[src/rtl/gpx_pkg.sv]
package gpx_pkg;
    localparam int BYTE_W   = 8;
    localparam int NPORT    = 2;
    localparam int PORT_W   = BYTE_W;
    localparam int PIN_W    = PORT_W * NPORT;
    localparam int RADDR_W  = 5;
    localparam int DEVADR_W = 3;
    localparam int PBASE_W  = $clog2(PIN_W);

    localparam logic [3:0]         CTRL_TAG = 4'b0100;
    localparam logic [RADDR_W-1:0] LAST_REG = 5'h15;

    // register pair index = address bits 4:1
    typedef enum logic [3:0] {
        G_DIR  = 4'd0,
        G_POL  = 4'd1,
        G_IEN  = 4'd2,
        G_DEF  = 4'd3,
        G_MODE = 4'd4,
        G_CFG  = 4'd5,
        G_PULL = 4'd6,
        G_FLAG = 4'd7,
        G_CAP  = 4'd8,
        G_PORT = 4'd9,
        G_LAT  = 4'd10
    } grp_e;

    typedef enum logic [1:0] {
        PH_CTRL,
        PH_ADDR,
        PH_DATA,
        PH_SKIP
    } phase_e;

    typedef struct packed {
        logic                en;
        logic [RADDR_W-1:0]  addr;
        logic [BYTE_W-1:0]   data;
    } wr_req_t;

    function automatic logic ctrl_hit(input logic [BYTE_W-1:0] b,
                                      input logic [DEVADR_W-1:0] dev);
        return (b[7:4] == CTRL_TAG) && (b[3:1] == dev);
    endfunction

    function automatic grp_e addr_group(input logic [RADDR_W-1:0] a);
        return grp_e'(a[RADDR_W-1:1]);
    endfunction

    function automatic logic [PBASE_W-1:0] half_base(input logic odd);
        return odd ? PBASE_W'(PORT_W) : '0;
    endfunction
endpackage

[src/rtl/gpx_sync.sv]
module gpx_sync #(
    parameter int         W      = 1,
    parameter int         STAGES = 2,
    parameter logic [W-1:0] INIT = '0
) (
    input  logic         clk,
    input  logic         rst_n,
    input  logic [W-1:0] d,
    output logic [W-1:0] q
);
    logic [W-1:0] stg [STAGES];

    always_ff @(posedge clk) begin
        if (!rst_n) begin
            for (int i = 0; i < STAGES; i++) stg[i] <= INIT;
        end else begin
            stg[0] <= d;
            for (int i = 1; i < STAGES; i++) stg[i] <= stg[i-1];
        end
    end

    assign q = stg[STAGES-1];
endmodule

[src/rtl/gpx_spi_link.sv]
module gpx_spi_link
    import gpx_pkg::*;
(
    input  logic              clk,
    input  logic              rst_n,
    input  logic              sck_s,
    input  logic              cs_n_s,
    input  logic              mosi_s,
    input  logic [BYTE_W-1:0] tx_byte,
    output logic              cs_act,
    output logic              byte_done,
    output logic              msb_rise,
    output logic [BYTE_W-1:0] rx_byte,
    output logic              miso
);
    localparam int CW = $clog2(BYTE_W);

    logic              sck_d;
    logic [CW-1:0]     bit_cnt;
    logic [BYTE_W-2:0] rx_sh;
    logic [BYTE_W-1:0] tx_sh;
    logic              rise, fall;

    assign cs_act    = ~cs_n_s;
    assign rise      = cs_act &  sck_s & ~sck_d;
    assign fall      = cs_act & ~sck_s &  sck_d;
    assign byte_done = rise && (bit_cnt == CW'(BYTE_W-1));
    assign msb_rise  = rise && (bit_cnt == '0);
    assign rx_byte   = {rx_sh, mosi_s};
    assign miso      = tx_sh[BYTE_W-1];

    always_ff @(posedge clk) begin
        if (!rst_n) sck_d <= 1'b0;
        else        sck_d <= sck_s;
    end

    // counters and shifters clear whenever select is released
    always_ff @(posedge clk) begin
        if (!rst_n || !cs_act) begin
            bit_cnt <= '0;
            rx_sh   <= '0;
            tx_sh   <= '0;
        end else begin
            if (rise) begin
                rx_sh   <= rx_byte[BYTE_W-2:0];
                bit_cnt <= bit_cnt + 1'b1;
            end
            if (fall) begin
                // falling edge that opens a new byte loads it, others shift
                tx_sh <= (bit_cnt == '0) ? tx_byte : {tx_sh[BYTE_W-2:0], 1'b0};
            end
        end
    end
endmodule

[src/rtl/gpx_regfile.sv]
module gpx_regfile
    import gpx_pkg::*;
(
    input  logic               clk,
    input  logic               rst_n,
    input  wr_req_t            wr,
    input  logic [RADDR_W-1:0] rd_addr,
    input  logic               rd_touch,
    input  logic [PIN_W-1:0]   pins_s,
    output logic [BYTE_W-1:0]  rd_data,
    output logic [PIN_W-1:0]   dir_o,
    output logic [PIN_W-1:0]   lat_o,
    output logic [PIN_W-1:0]   pull_o,
    output logic [PIN_W-1:0]   flag_o,
    output logic [PIN_W-1:0]   ien_o
);
    logic [PIN_W-1:0]   dir_q, pol_q, ien_q, def_q, mode_q, pull_q, lat_q;
    logic [PIN_W-1:0]   flag_q, cap_q, prev_q;
    logic [BYTE_W-1:0]  cfg_q;
    logic [PIN_W-1:0]   src_v, ref_v, hit, flag_kept;
    logic [NPORT-1:0]   clr_port, cap_take;
    logic [PBASE_W-1:0] wbase, rbase;
    logic               wr_ok, rd_ok, rd_clears;
    grp_e               wgrp, rgrp;

    assign wr_ok     = wr.en && (wr.addr <= LAST_REG);
    assign rd_ok     = rd_addr <= LAST_REG;
    assign wgrp      = addr_group(wr.addr);
    assign rgrp      = addr_group(rd_addr);
    assign wbase     = half_base(wr.addr[0]);
    assign rbase     = half_base(rd_addr[0]);
    assign rd_clears = rd_touch && rd_ok && (rgrp == G_PORT || rgrp == G_CAP);

    // change detection
    assign src_v = pins_s ^ pol_q;
    assign ref_v = (mode_q & def_q) | (~mode_q & prev_q);
    assign hit   = ien_q & (src_v ^ ref_v);

    for (genvar p = 0; p < NPORT; p++) begin : g_port
        localparam int LO = p * PORT_W;
        assign clr_port[p] = rd_clears && (rd_addr[0] == 1'(p));
        assign flag_kept[LO +: PORT_W] = clr_port[p] ? '0 : flag_q[LO +: PORT_W];
        assign cap_take[p] = (flag_kept[LO +: PORT_W] == '0) && (hit[LO +: PORT_W] != '0);
    end

    always_ff @(posedge clk) begin
        if (!rst_n) begin
            dir_q  <= '1;
            pol_q  <= '0;
            ien_q  <= '0;
            def_q  <= '0;
            mode_q <= '0;
            pull_q <= '0;
            lat_q  <= '0;
            cfg_q  <= '0;
        end else if (wr_ok) begin
            case (wgrp)
                G_DIR:         dir_q[wbase +: PORT_W]  <= wr.data;
                G_POL:         pol_q[wbase +: PORT_W]  <= wr.data;
                G_IEN:         ien_q[wbase +: PORT_W]  <= wr.data;
                G_DEF:         def_q[wbase +: PORT_W]  <= wr.data;
                G_MODE:        mode_q[wbase +: PORT_W] <= wr.data;
                G_CFG:         cfg_q                   <= wr.data;
                G_PULL:        pull_q[wbase +: PORT_W] <= wr.data;
                G_PORT, G_LAT: lat_q[wbase +: PORT_W]  <= wr.data;
                default: ;
            endcase
        end
    end

    always_ff @(posedge clk) begin
        if (!rst_n) begin
            flag_q <= '0;
            cap_q  <= '0;
            prev_q <= '0;
        end else begin
            flag_q <= flag_kept | hit;
            prev_q <= src_v;
            for (int p = 0; p < NPORT; p++) begin
                if (cap_take[p]) cap_q[p*PORT_W +: PORT_W] <= src_v[p*PORT_W +: PORT_W];
            end
        end
    end

    always_comb begin
        rd_data = '0;
        if (rd_ok) begin
            case (rgrp)
                G_DIR:  rd_data = dir_q[rbase +: PORT_W];
                G_POL:  rd_data = pol_q[rbase +: PORT_W];
                G_IEN:  rd_data = ien_q[rbase +: PORT_W];
                G_DEF:  rd_data = def_q[rbase +: PORT_W];
                G_MODE: rd_data = mode_q[rbase +: PORT_W];
                G_CFG:  rd_data = cfg_q;
                G_PULL: rd_data = pull_q[rbase +: PORT_W];
                G_FLAG: rd_data = flag_q[rbase +: PORT_W];
                G_CAP:  rd_data = cap_q[rbase +: PORT_W];
                G_PORT: rd_data = src_v[rbase +: PORT_W];
                G_LAT:  rd_data = lat_q[rbase +: PORT_W];
                default: rd_data = '0;
            endcase
        end
    end

    assign dir_o  = dir_q;
    assign lat_o  = lat_q;
    assign pull_o = pull_q;
    assign flag_o = flag_q;
    assign ien_o  = ien_q;
endmodule

[src/rtl/spi_gpio_expander.sv]
module spi_gpio_expander
    import gpx_pkg::*;
#(
    parameter int SYNC_STAGES = 2
) (
    input  logic                clk,
    input  logic                rst_n,
    input  logic [DEVADR_W-1:0] dev_addr,
    input  logic                spi_sck,
    input  logic                spi_cs_n,
    input  logic                spi_mosi,
    output logic                spi_miso,
    output logic                spi_miso_oe,
    input  logic [PIN_W-1:0]    pad_in,
    output logic [PIN_W-1:0]    pad_out,
    output logic [PIN_W-1:0]    pad_oe,
    output logic [PIN_W-1:0]    pad_pullup
);
    logic [2:0]         line_s;
    logic [PIN_W-1:0]   pins_s;
    logic               cs_act, byte_done, msb_rise, link_miso;
    logic [BYTE_W-1:0]  rx_byte, rd_data;
    phase_e             phase;
    logic               is_read;
    logic [RADDR_W-1:0] ptr;
    wr_req_t            wr_req;
    logic               wr_en, rd_touch;
    logic [PIN_W-1:0]   dir_vec, flag_vec, ien_vec;

    gpx_sync #(.W(3), .STAGES(SYNC_STAGES), .INIT(3'b010)) u_line_sync (
        .clk(clk), .rst_n(rst_n),
        .d({spi_sck, spi_cs_n, spi_mosi}),
        .q(line_s)
    );

    gpx_sync #(.W(PIN_W), .STAGES(SYNC_STAGES), .INIT('0)) u_pin_sync (
        .clk(clk), .rst_n(rst_n), .d(pad_in), .q(pins_s)
    );

    gpx_spi_link u_link (
        .clk(clk), .rst_n(rst_n),
        .sck_s(line_s[2]), .cs_n_s(line_s[1]), .mosi_s(line_s[0]),
        .tx_byte(rd_data),
        .cs_act(cs_act), .byte_done(byte_done), .msb_rise(msb_rise),
        .rx_byte(rx_byte), .miso(link_miso)
    );

    // transaction sequencing: control, address, then data bytes
    always_ff @(posedge clk) begin
        if (!rst_n) begin
            phase   <= PH_CTRL;
            is_read <= 1'b0;
            ptr     <= '0;
        end else if (!cs_act) begin
            phase   <= PH_CTRL;
            is_read <= 1'b0;
        end else if (byte_done) begin
            case (phase)
                PH_CTRL: begin
                    phase   <= ctrl_hit(rx_byte, dev_addr) ? PH_ADDR : PH_SKIP;
                    is_read <= rx_byte[0];
                end
                PH_ADDR: begin
                    ptr   <= rx_byte[RADDR_W-1:0];
                    phase <= PH_DATA;
                end
                PH_DATA: ptr <= ptr + 1'b1;
                default: ;
            endcase
        end
    end

    assign wr_en       = byte_done && (phase == PH_DATA) && !is_read;
    assign wr_req.en   = wr_en;
    assign wr_req.addr = ptr;
    assign wr_req.data = rx_byte;
    assign rd_touch    = msb_rise && (phase == PH_DATA) && is_read;

    gpx_regfile u_regs (
        .clk(clk), .rst_n(rst_n),
        .wr(wr_req), .rd_addr(ptr), .rd_touch(rd_touch), .pins_s(pins_s),
        .rd_data(rd_data),
        .dir_o(dir_vec), .lat_o(pad_out), .pull_o(pad_pullup),
        .flag_o(flag_vec), .ien_o(ien_vec)
    );

    assign pad_oe      = ~dir_vec;
    assign spi_miso_oe = cs_act && (phase == PH_DATA) && is_read;
    assign spi_miso    = spi_miso_oe ? link_miso : 1'b0;
endmodule

[config.mk]
export PLATFORM = sky130hd
export DESIGN_NAME = spi_gpio_expander
export DESIGN_NICKNAME = d
export VERILOG_FILES = /design/src/rtl/gpx_pkg.sv /design/src/rtl/gpx_sync.sv /design/src/rtl/gpx_spi_link.sv /design/src/rtl/gpx_regfile.sv /design/src/rtl/spi_gpio_expander.sv
export SDC_FILE = /design/constraint.sdc
export NUM_CORES = 1
export LEC_CHECK = 0
export ABC_AREA = 1
export BUFFER_PORTS_ARGS = -buffer_cell sky130_fd_sc_hd__buf_2
export CAP_MARGIN = 20
export CORE_MARGIN = 2
export CORE_UTILIZATION = 50
export DETAILED_ROUTE_END_ITERATION = 10
export PLACE_DENSITY = 0.78
export SETUP_SLACK_MARGIN = 0.05
export SYNTH_ARGS = -nofsm -noshare
export SYNTH_HDL_FRONTEND = slang
export SYNTH_SLANG_ARGS = --single-unit
[constraint.sdc]
create_clock -name clk -period 2.2 [get_ports clk]
set_input_delay 0.11 -clock clk [delete_from_list [all_inputs] [get_ports clk]]
set_output_delay 0.11 -clock clk [all_outputs]
set_load 0.05 [all_outputs]
==> impl_metrics.tcl, run 1 <==
set metrics [dict create \
    grt_usage 0.285 \
    r2r-end "u_regs.ien_o[1]$_SDFFE_PN0P_" \
    rsz0062_at_grt "true" \
    cp-end-kind "flip-flop" \
    yosysTopAreaCell "dfxtp_1" \
    layout-drive-gt1-share 0.145 \
    nNetsFinal 1701 \
    cp.arrival_ps 2500 \
    cts_sinks 233 \
    reg2reg_setup_slack_ps 150 \
    cts_root_buffer "clkbuf_16" \
    cp-startpoint "phase[0]$_SDFFE_PP0P_" \
    port_buffers 73 \
    antenna_left 0 \
    fin_tns_setup_ps 0 \
    grt_max_degree 95 \
    yosys.area.top_type_share 0.427 \
    grt_pass1_wl_um 53400 \
    period_needed_ps 2050 \
    clock.fmax_ghz 0.487 \
    n_antenna_cell 0 \
    syn_nets 1593 \
    core_mm2 0.0216 \
    crit_required_ps 2640 \
    ys_ff_latch 233 \
    num_rows 54 \
    critPathKind "reg -> reg" \
    dieArea_mm2 0.0230 \
    syn_area_mm2 0.0109 \
    hp-class "in -> reg" \
    max-slew-margin-rel 0.387 \
    area_growth_pct 19.2 \
    clk_path_buf_depth 3 \
    clock_latency_ps 520 \
    drtIter0Drc 1198 \
    grt_overflow 0 \
    first_global_vias 10000 \
    cts_buffers 25 \
    period_share 0.933 \
    report.final.slew_viol_count 0 \
    cts.clk_slew.worst_paths_ps 60 \
    run_status "finished clean" \
    r2r_start "phase[0]$_SDFFE_PP0P_" \
    drt-total-wl_um 34500 \
    worst-path-max-fanout 8 \
    vias 11000 \
    start_util 0.505 \
    synth_seq_area_share 0.427 \
    die_w_um 152 \
    tritoncts "built" \
    drc 0 \
    setup_viol 0 \
    ys_types 42 \
    leakage_nw 5.98 \
    worst_pin_slew_ps 919 \
    htreeDepth 1 \
    fin_skew_ps 16.6 \
    crit_path_end "u_regs.ien_o[1]$_SDFFE_PN0P_" \
    p_per_area_mw_per_mm2 676 \
    antenna_found_initial 0 \
    syn_inst 1561 \
    ioPinCount 74 \
    holdWs_ps 52.5 \
    via_per_inst 5.62 \
    cap_violations 0 \
    routedWlPerCell_um 17.5 \
    hold_viol 0 \
    start_kind "flip-flop" \
    synthTopCellsByArea "dfxtp_1 (43%), nand2_1 (16%), inv_1 (6.0%)" \
    dr.pass1.iters 6 \
    fp.dieH_um 152 \
    synth.avg_cell_area_um2 7.00 \
    worst_r2r_path_depth 9 \
    dp_hpwl_um 23800 \
    yosysWarnings 0 \
    gp_congestion 0.992 \
    ir_worst_vdd_mv 0.470 \
    nFillCells 1931 \
]
-- metrics by stage --
step | util | worst slack, ps | total power, mW | instance area (um^2) | cells
detailed placement | 0.543 | 5.50 | 4.57 | 11700 | 1890
finish | 0.602 | 147 | 8.80 | 13000 | 1966
CTS | 0.592 | 83.3 | 8.82 | 12800 | 1953
floorplan | - | 269 | 4.50 | 10900 | 1561
global route | 0.602 | 22.3 | 9.02 | 13000 | 1966
global placement | 0.543 | 111 | 4.57 | 11700 | 1890
-- cell usage in the layout (no fill, tap or decap), types with 11 or more instances in the layout --
| cell | Yosys | layout |
|---|---|---|
| nand2_1 | 459 | 456 |
| dfxtp_1 | 233 | 228 |
| inv_1 | 175 | 172 |
| nor2_1 | 153 | 153 |
| a21oi_1 | 121 | 121 |
| nand3_1 | 86 | 86 |
| o21ai_0 | 79 | 79 |
| buf_2 | 18 | 73 |
| buf_4 | 6 | 51 |
| nand4_1 | 34 | 34 |
| clkbuf_16 | 0 | 25 |
| a31oi_1 | 24 | 24 |
| a211oi_1 | 20 | 19 |
| dlygate4sd3_1 | 0 | 19 |
| o211ai_1 | 16 | 16 |
| a211oi_2 | 10 | 11 |
-- area by class of cell --
class	count	area (um^2)	share of cell area
clock inverters	5	78.8	0.00606
multi-input cells	1074	5350	0.411
clock buffers	39	758	0.0582
flip-flops and latches	233	4670	0.359
repair buffers	152	1110	0.0853
well taps	280	350	0.0269
inverters	183	703	0.0540
-- kinds of logic (layout without fill, tap and decap cells) --
kind of cell,Yosys count,after routing,share of synthesized area
simple gates,773,774,0.310
fa+ha+maj,8,8,0.00916
buf+inv,255,379,0.0934
xor+xnor,15,15,0.0120
compound gates,277,277,0.148
flops,233,233,0.427
-- repair_timing --
action	in CTS	in global routing
resized for setup	5	21
endpoints found under the hold margin	19	0
setup buffers	0	12
hold buffers	19	0
endpoints found under the setup margin	13	113
cloned	0	1
pin swaps	0	5
-- routing by layer --
layer | vias up | wire (um) | track usage
met5 | - | 0 | 0
met4 | 0 | 1890 | 0.133
met3 | 123 | 3220 | 0.0508
met2 | 594 | 15600 | 0.462
met1 | 5074 | 13800 | 0.371
li1 | 5253 | - | -
-- critical path, stage by stage, from the launching register on --
cell     delay, ps
dfxtp_1        330
inv_1           80
ha_1           170
buf_4          130
inv_1           60
nor3_4         260
nand2_8        180
nor3_4         370
o21ai_0        150
a31oi_1        210
-- state kept, by name (all words and copies together), names as in the netlist --
register / count
is_read: 1
phase: 2
ptr: 5
u_line_sync.stg: 6
u_link.bit_cnt: 3
u_link.rx_sh: 7
u_link.sck_d: 1
u_link.tx_sh: 8
u_pin_sync.stg: 32
u_regs.cap_q: 16
u_regs.cfg_q: 8
u_regs.def_q: 16
u_regs.dir_o: 16
u_regs.flag_o: 16
u_regs.ien_o: 16
u_regs.lat_o: 16
u_regs.mode_q: 16
u_regs.pol_q: 16
u_regs.prev_q: 16
u_regs.pull_o: 16
-- cell usage after synthesis, drive strengths merged --
cell     number
or2           5
ha            8
xor2          5
inv         183
a211oi       30
xnor2        10
o41ai         5
dfxtp       233
o2111ai       1
nand3        93
nor3b         1
clkbuf       41
nand3b        1
nand4        38
o21ai        79
nor3          9
a21oi       121
a31oi        24
nor4          1
nand2       465
nor2        160
buf          31
o31ai         1
o211ai       16
-- power by group --
group          total, mW  switching, mW  internal (mW)  leakage (nW)
Clock               4.29           1.71           2.59         0.413
Sequential          4.28         0.0188           4.26          1.89
Combinational      0.232          0.147         0.0850          3.68
-- worst min path at each step --
| stage | start | endpoint | slack (ps) | cells after the start |
|---|---|---|---|---|
| detailed placement | pad_in[7] | u_pin_sync.stg[0][7]$_SDFF_PN0_ | 300 | 3 |
| global placement | pad_in[15] | u_pin_sync.stg[0][15]$_SDFF_PN0_ | 300 | 3 |
| global route | dev_addr[0] | phase[1]$_SDFFE_PP0P_ | 90 | 4 |
| CTS | dev_addr[0] | phase[1]$_SDFFE_PP0P_ | 50 | 4 |
| finish | dev_addr[2] | phase[1]$_SDFFE_PP0P_ | 50 | 5 |
| floorplan | spi_mosi | u_line_sync.stg[0][0]$_SDFF_PN0_ | 210 | 2 |
(Power assumes the default switching activity.)
==> run 2: changes to the inputs <==
--- a/config.mk
+++ b/config.mk
@@ -15,4 +15,5 @@
 export SETUP_SLACK_MARGIN = 0.05
 export SYNTH_ARGS = -nofsm -noshare
 export SYNTH_HDL_FRONTEND = slang
+export SYNTH_HIERARCHICAL = 1
 export SYNTH_SLANG_ARGS = --single-unit
==> run 2 against run 1 <==
  * The flow now finishes with violations (negative setup slack)
  * Critical path depth increased by 7
  * Clock skew rose by 2.2 ps
  * Sequential share of layout area shrank 2.6 points
  * Sequential power hardly changed
  * Wire length increased by 3.5%
  * Final area grew 7.9%
  * First-iteration DRC count grew 2.4%
  * Flip-flop and latch count unchanged
  * Count of clock-buffer cells in the layout decreased by 6
  * Maximum frequency fell by 7.1%
  * Core utilization up 2.2 points
  * Combinational power up 17%
  * Critical path type unchanged
  * Critical endpoint is now u_regs/dir_o[7]$_SDFFE_PN1P_
  * Largest cell class unchanged
==> impl_metrics.tcl, run 2 <==
set metrics [dict create \
    cp-end-kind "flip-flop" \
    ir_worst_vdd_mv 0.580 \
    cts_root_buffer "clkbuf_16" \
    start_kind "flip-flop" \
    synth_seq_area_share 0.409 \
    max-slew-margin-rel 0.362 \
    fin_skew_ps 18.8 \
    cap_violations 0 \
    synth.avg_cell_area_um2 6.68 \
    layout.cells.most_common "nand2_1" \
    ys_top_cells_by_count "nand2_1 (541), nor2_1 (239), dfxtp_1 (233)" \
    p_per_area_mw_per_mm2 615 \
    mostFrequentLayoutCells "nand2_1 (512), dfxtp_1 (226), nor2_1 (222)" \
    grt_overflow 0 \
    via_per_inst 5.45 \
    syn_inst 1705 \
    synth_edf_count 0 \
    setup_ws_ps -10.1 \
    grt_usage 0.279 \
    dp_hpwl_um 23800 \
    gp_congestion 0.960 \
    violations "negative setup slack" \
    nNetsFinal 1881 \
    fp.dieH_um 155 \
    tritoncts "built" \
    synth_flop_cell "dfxtp_1" \
    n_antenna_cell 0 \
    yosysTopAreaCell "dfxtp_1" \
    cts.clk_slew.worst_paths_ps 60 \
    drc 0 \
    nFillCells 1941 \
    clock.fmax_ghz 0.452 \
    critPathKind "reg -> reg" \
    yosys.area.top_type_share 0.409 \
    largest_register_ffs 32 \
    syn_nets 1736 \
    seq_area_mm2 0.00468 \
    cp.arrival_ps 2670 \
    rsz0062_at_grt "true" \
    port_buffers 73 \
    clk_path_buf_depth 3 \
    antenna_left 0 \
    multi_input_area_mm2 0.00578 \
    ys_ff_latch 233 \
    crit_required_ps 2660 \
    core_mm2 0.0225 \
    synthTopCellsByArea "dfxtp_1 (41%), nand2_1 (18%), nor2_1 (7.9%)" \
    dieArea_mm2 0.0240 \
    area_growth_pct 23.2 \
    report.final.slew_viol_count 0 \
    reg2reg_setup_slack_ps -10 \
    cts_sinks 233 \
    largest-register "u_pin_sync/stg" \
    vias 11700 \
    worst-path-max-fanout 8 \
    fin_tns_setup_ps -10.1 \
    drtIter0Drc 1227 \
    grt_max_degree 113 \
    syn_area_mm2 0.0114 \
    period_needed_ps 2210 \
    grt_pass1_wl_um 53600 \
    htreeDepth 1 \
    hold_viol 0 \
    ys_types 41 \
    routedWlPerCell_um 16.6 \
    antenna_found_initial 0 \
    cts_buffers 25 \
    worst_pin_slew_ps 955 \
    num_rows 55 \
    dr.pass1.iters 6 \
    setup_viol 1 \
    ioPinCount 74 \
    layout-drive-gt1-share 0.194 \
    clock_latency_ps 530 \
    async_flop_share 0 \
    hp-class "in -> reg" \
    yosysWarnings 6 \
    yosysMostFrequentCell "nand2_1" \
    post-place-ws_ps 2.85 \
    run_status "finished, violations left" \
    leakage_nw 6.74 \
    first_global_vias 10500 \
    drt-total-wl_um 35700 \
    period_share 1.00 \
    start_util 0.506 \
    die_w_um 155 \
]
-- run 2: cell count changes in the layout (fill, tap and decap cells not counted), sizes merged, moves of 10 or more --
cell	previous run	this run
a211oi	30	76
a21oi	121	49
a31oi	24	1
buf	133	172
inv	181	235
nand2	465	544
nand3	93	105
nand4	39	12
nor2	160	251
o21ai	79	69
o22ai	0	12
-- run 2: timing repair --
action | CTS | global route
cloned | 0 | 5
hold buffers | 21 | 0
setup endpoints to repair | 16 | 114
hold endpoints to repair | 20 | 0
pin swaps | 0 | 26
resized for setup | 3 | 139
buffers inserted | 0 | 18
-- run 2: path summary, 6_finish.rpt --
kind	to	depth (start not counted)	startpoint
setup reg to reg	u_regs/dir_o[7]$_SDFFE_PN1P_	16	u_link/sck_d$_SDFF_PN0_
setup / recovery	u_regs/dir_o[7]$_SDFFE_PN1P_	16	u_link/sck_d$_SDFF_PN0_
hold / removal	u_regs/dir_o[9]$_SDFFE_PN1P_	2	rst_n
hold reg to reg	u_line_sync/stg[0][4]$_SDFF_PN1_	2	u_line_sync/stg[0][1]$_SDFF_PN1_
-- run 2: power by group --
part / internal (mW) / total (mW) / switching, mW
Sequential: 4.26 / 4.29 / 0.0256
Clock: 2.39 / 4.08 / 1.69
Combinational: 0.0978 / 0.271 / 0.173
Total: 6.75 / 8.64 / 1.89
-- run 2: worst max-delay path, cell delays in order (launching register included) --
cell and delay [ps]:
dfxtp_2 330, inv_2 70, nand2_4 60, inv_2 70
nand2_2 70, buf_8 140, nor2_4 90, nand2_2 60
nor2_2 90, nand2_2 90, nor3_4 230, buf_6 150
nand2_8 50, nor2_4 260, buf_6 140, nand2_1 70
nand3_1 150
-- run 2: layout make-up --
cell class	count	share of cell area
flip-flops and latches	233	0.333
well taps	285	0.0254
inverters	237	0.0641
repair buffers	194	0.111
multi-input cells	1159	0.411
clock buffers	33	0.0517
clock inverters	5	0.00356
-- run 2: metrics by stage --
step | power (mW) | hold WS [ps] | utilization | cell area (um^2) | cells
2_1_floorplan | 4.55 | 179 | - | 11400 | 1705
3_3_place_gp | 4.61 | 281 | 0.551 | 12400 | 2064
3_5_place_dp | 4.62 | 295 | 0.551 | 12400 | 2064
4_1_cts | 8.66 | 16.6 | 0.595 | 13400 | 2123
5_1_grt | 8.89 | 32.7 | 0.624 | 14000 | 2146
6_report | 8.64 | 29.3 | 0.624 | 14000 | 2146
-- run 2: metal layers --
layer	up-vias	routed length (um)	GRT usage
met3	119	3280	0.0437
met4	0	1560	0.108
met1	5319	14700	0.372
li1	5620	-	-
met2	631	16200	0.455
met5	-	0	0
-- run 2: kinds of logic after synthesis --
logic type,synth area share
AOI/OAI and AO/OA,0.128
DFF,0.409
xor gates and xnor gates,0.000769
buffers and inverters,0.118
adders and majority gates,0.00769
and+or+nand+nor,0.336
==> run 3: changes to the inputs <==
--- a/config.mk
+++ b/config.mk
@@ -11,6 +11,7 @@
 export CORE_MARGIN = 2
 export CORE_UTILIZATION = 50
 export DETAILED_ROUTE_END_ITERATION = 10
+export MAX_ROUTING_LAYER = met4
 export PLACE_DENSITY = 0.78
 export SETUP_SLACK_MARGIN = 0.05
 export SYNTH_ARGS = -nofsm -noshare
==> run 3 against run 2 <==
  * Flip-flop and latch count unchanged
  * Core utilization up 0.77 points
  * The run still ends with negative setup slack left
  * Combinational power increased by 7.4%
  * Cell count up 0.61%
==> impl_metrics.tcl, run 3 (synthesis gave the netlist of run 2 again) <==
set metrics [dict create \
    run_status "finished, violations left" \
    violations "negative setup slack" \
    holdPathStages 3 \
    fin_tns_setup_ps -10.7 \
    leakage_nw 6.86 \
    cp.arrival_ps 2630 \
    clock.fmax_ghz 0.452 \
    gp_congestion 0.957 \
    grt_max_degree 73 \
    cp-end-kind "flip-flop" \
    antenna_found_initial 0 \
    tritoncts "built" \
    period_needed_ps 2210 \
    largest-register "u_pin_sync/stg" \
    reg2reg_setup_slack_ps -10 \
    min_delay_worst_endpoint "u_line_sync/stg[0][4]$_SDFF_PN1_" \
    setup_ws_ps -10.7 \
    start_kind "flip-flop" \
    report.final.slew_viol_count 0 \
    layout.cells.most_common "nand2_1" \
    nNetsFinal 1889 \
    grt_overflow 0 \
    dp_hpwl_um 24100 \
    cts_root_buffer "clkbuf_16" \
    p_sw_mw 1.93 \
    core_mm2 0.0225 \
    max-slew-margin-rel 0.309 \
    period_share 1.00 \
    dr_wl_met3_um 3040 \
    layout-drive-gt1-share 0.204 \
    htreeDepth 1 \
    port_buffers 73 \
    clk_path_buf_depth 3 \
    largest_register_ffs 32 \
    crit_required_ps 2620 \
    min_from "rst_n" \
    p_seq_frac 0.474 \
    dr.pass1.iters 5 \
    hold_viol 0 \
    area_growth_pct 24.7 \
    grt_pass1_wl_um 55200 \
    power.total_mw 9.04 \
    p_clk_frac 0.494 \
    switching_share 0.214 \
    die_w_um 155 \
    met1_length_um 14700 \
    antenna_left 0 \
    clock_latency_ps 530 \
    ir_worst_vdd_mv 0.594 \
    p_per_area_mw_per_mm2 636 \
    critPathKind "reg -> reg" \
    combPwrFrac 0.032 \
    cts_sinks 233 \
    worst-path-max-fanout 5 \
    setup_viol 1 \
    r2r_start "u_line_sync/stg[0][5]$_SDFF_PN0_" \
    cts.clk_slew.worst_paths_ps 60 \
    ioPinCount 74 \
    mostFrequentLayoutCells "nand2_1 (517), dfxtp_1 (226), inv_1 (216)" \
    via_per_inst 5.48 \
    drt-total-wl_um 36100 \
    cts_buffers 26 \
    hp-class "in -> reg" \
    placed_cell_area_mm2 0.0124 \
    met2_length_um 16700 \
    p_int_mw 7.11 \
    top_layer "met4" \
    start_util 0.506 \
    n_antenna_cell 0 \
    final_util 0.632 \
    drc 0 \
    nFillCells 1936 \
    vias 11800 \
    post-place-ws_ps -82.5 \
    routedWlPerCell_um 16.7 \
    worst_pin_slew_ps 1040 \
    worst_r2r_path_depth 15 \
    rsz0062_at_grt "true" \
    dieArea_mm2 0.0240 \
    r2r-end "u_regs/cap_q[6]$_SDFFE_PN0P_" \
    drtIter0Drc 1097 \
    first_global_vias 10800 \
    num_rows 55 \
    fin_skew_ps 8.83 \
    fin_area_mm2 0.0142 \
    fp.dieH_um 155 \
    grt_usage 0.294 \
    cap_violations 0 \
]
run 3: cell types whose count changed in the layout (fill, tap and decap cells not counted), sizes merged:
cell	previous run	this run
bufinv	1	3
buf	172	178
clkbuf	34	37
clkinvlp	0	1
dlygate4sd3	21	22
run 3: per-layer routing:
layer  track usage  vias to the layer above
li1              -                     5648
met1         0.364                     5465
met2         0.480                      581
met3        0.0526                      136
met4         0.116                        0
met5             -                        -
run 3: area by class of cell:
cell class / count / area (um^2) / area share
sequential: 233 / 4670 / 0.329
clock inverter: 8 / 118 / 0.00827
inverter: 237 / 900 / 0.0633
tap: 285 / 357 / 0.0251
clock buffer: 36 / 759 / 0.0534
timing repair buffer: 201 / 1600 / 0.113
multi-input combinational: 1159 / 5800 / 0.408
run 3: stage by stage:
stage	hold slack (ps)	instances
2_1_floorplan	179	1705
3_3_place_gp	282	2064
3_5_place_dp	290	2064
4_1_cts	56.1	2137
5_1_grt	77.6	2159
6_report	65.6	2159
run 3: worst max path at each step:
stage,from,endpoint,slack (ps),depth (start not counted)
floorplan,u_line_sync/stg[0][5]$_SDFF_PN0_,u_regs/dir_o[5]$_SDFFE_PN1P_,70,16
global route,u_link/sck_d$_SDFF_PN0_,u_regs/cap_q[4]$_SDFFE_PN0P_,-90,16
finish,u_line_sync/stg[0][5]$_SDFF_PN0_,u_regs/cap_q[6]$_SDFFE_PN0P_,-10,15
CTS,u_line_sync/stg[0][5]$_SDFF_PN0_,u_regs/pull_o[12]$_SDFFE_PN0P_,3,15
global placement,u_line_sync/stg[0][5]$_SDFF_PN0_,u_regs/ien_o[1]$_SDFFE_PN0P_,-70,12
detailed placement,u_line_sync/stg[0][5]$_SDFF_PN0_,u_regs/ien_o[4]$_SDFFE_PN0P_,-80,12
run 3: power groups by stage:
stage	logic [mW]	registers [mW]	clock network, mW
finish	0.291	4.29	4.46
global route	0.324	4.29	4.68
CTS	0.279	4.29	4.51
detailed placement	0.247	4.38	0
global placement	0.242	4.38	0
floorplan	0.184	4.37	0
run 3: what timing repair did:
action / 4_1_cts / 5_1_grt
pin swaps: 2 / 23
cloned: 1 / 4
resized for setup: 10 / 132
endpoints found under the setup margin: 92 / 116
buffers inserted: 6 / 18
hold buffers: 22 / 0
endpoints found under the hold margin: 20 / 0
run 3: worst max-delay path, stage by stage, from the launching register on:
cell	delay, ps
dfxtp_2	360
nand2_2	90
inv_2	90
nand2_4	60
nor2_4	110
nand2_2	80
nor2_4	210
buf_6	130
nand4_4	120
nand2_1	140
nand3_1	120
nor2_4	190
buf_4	160
nand3_1	70
nand2_1	100
nor2_1	60
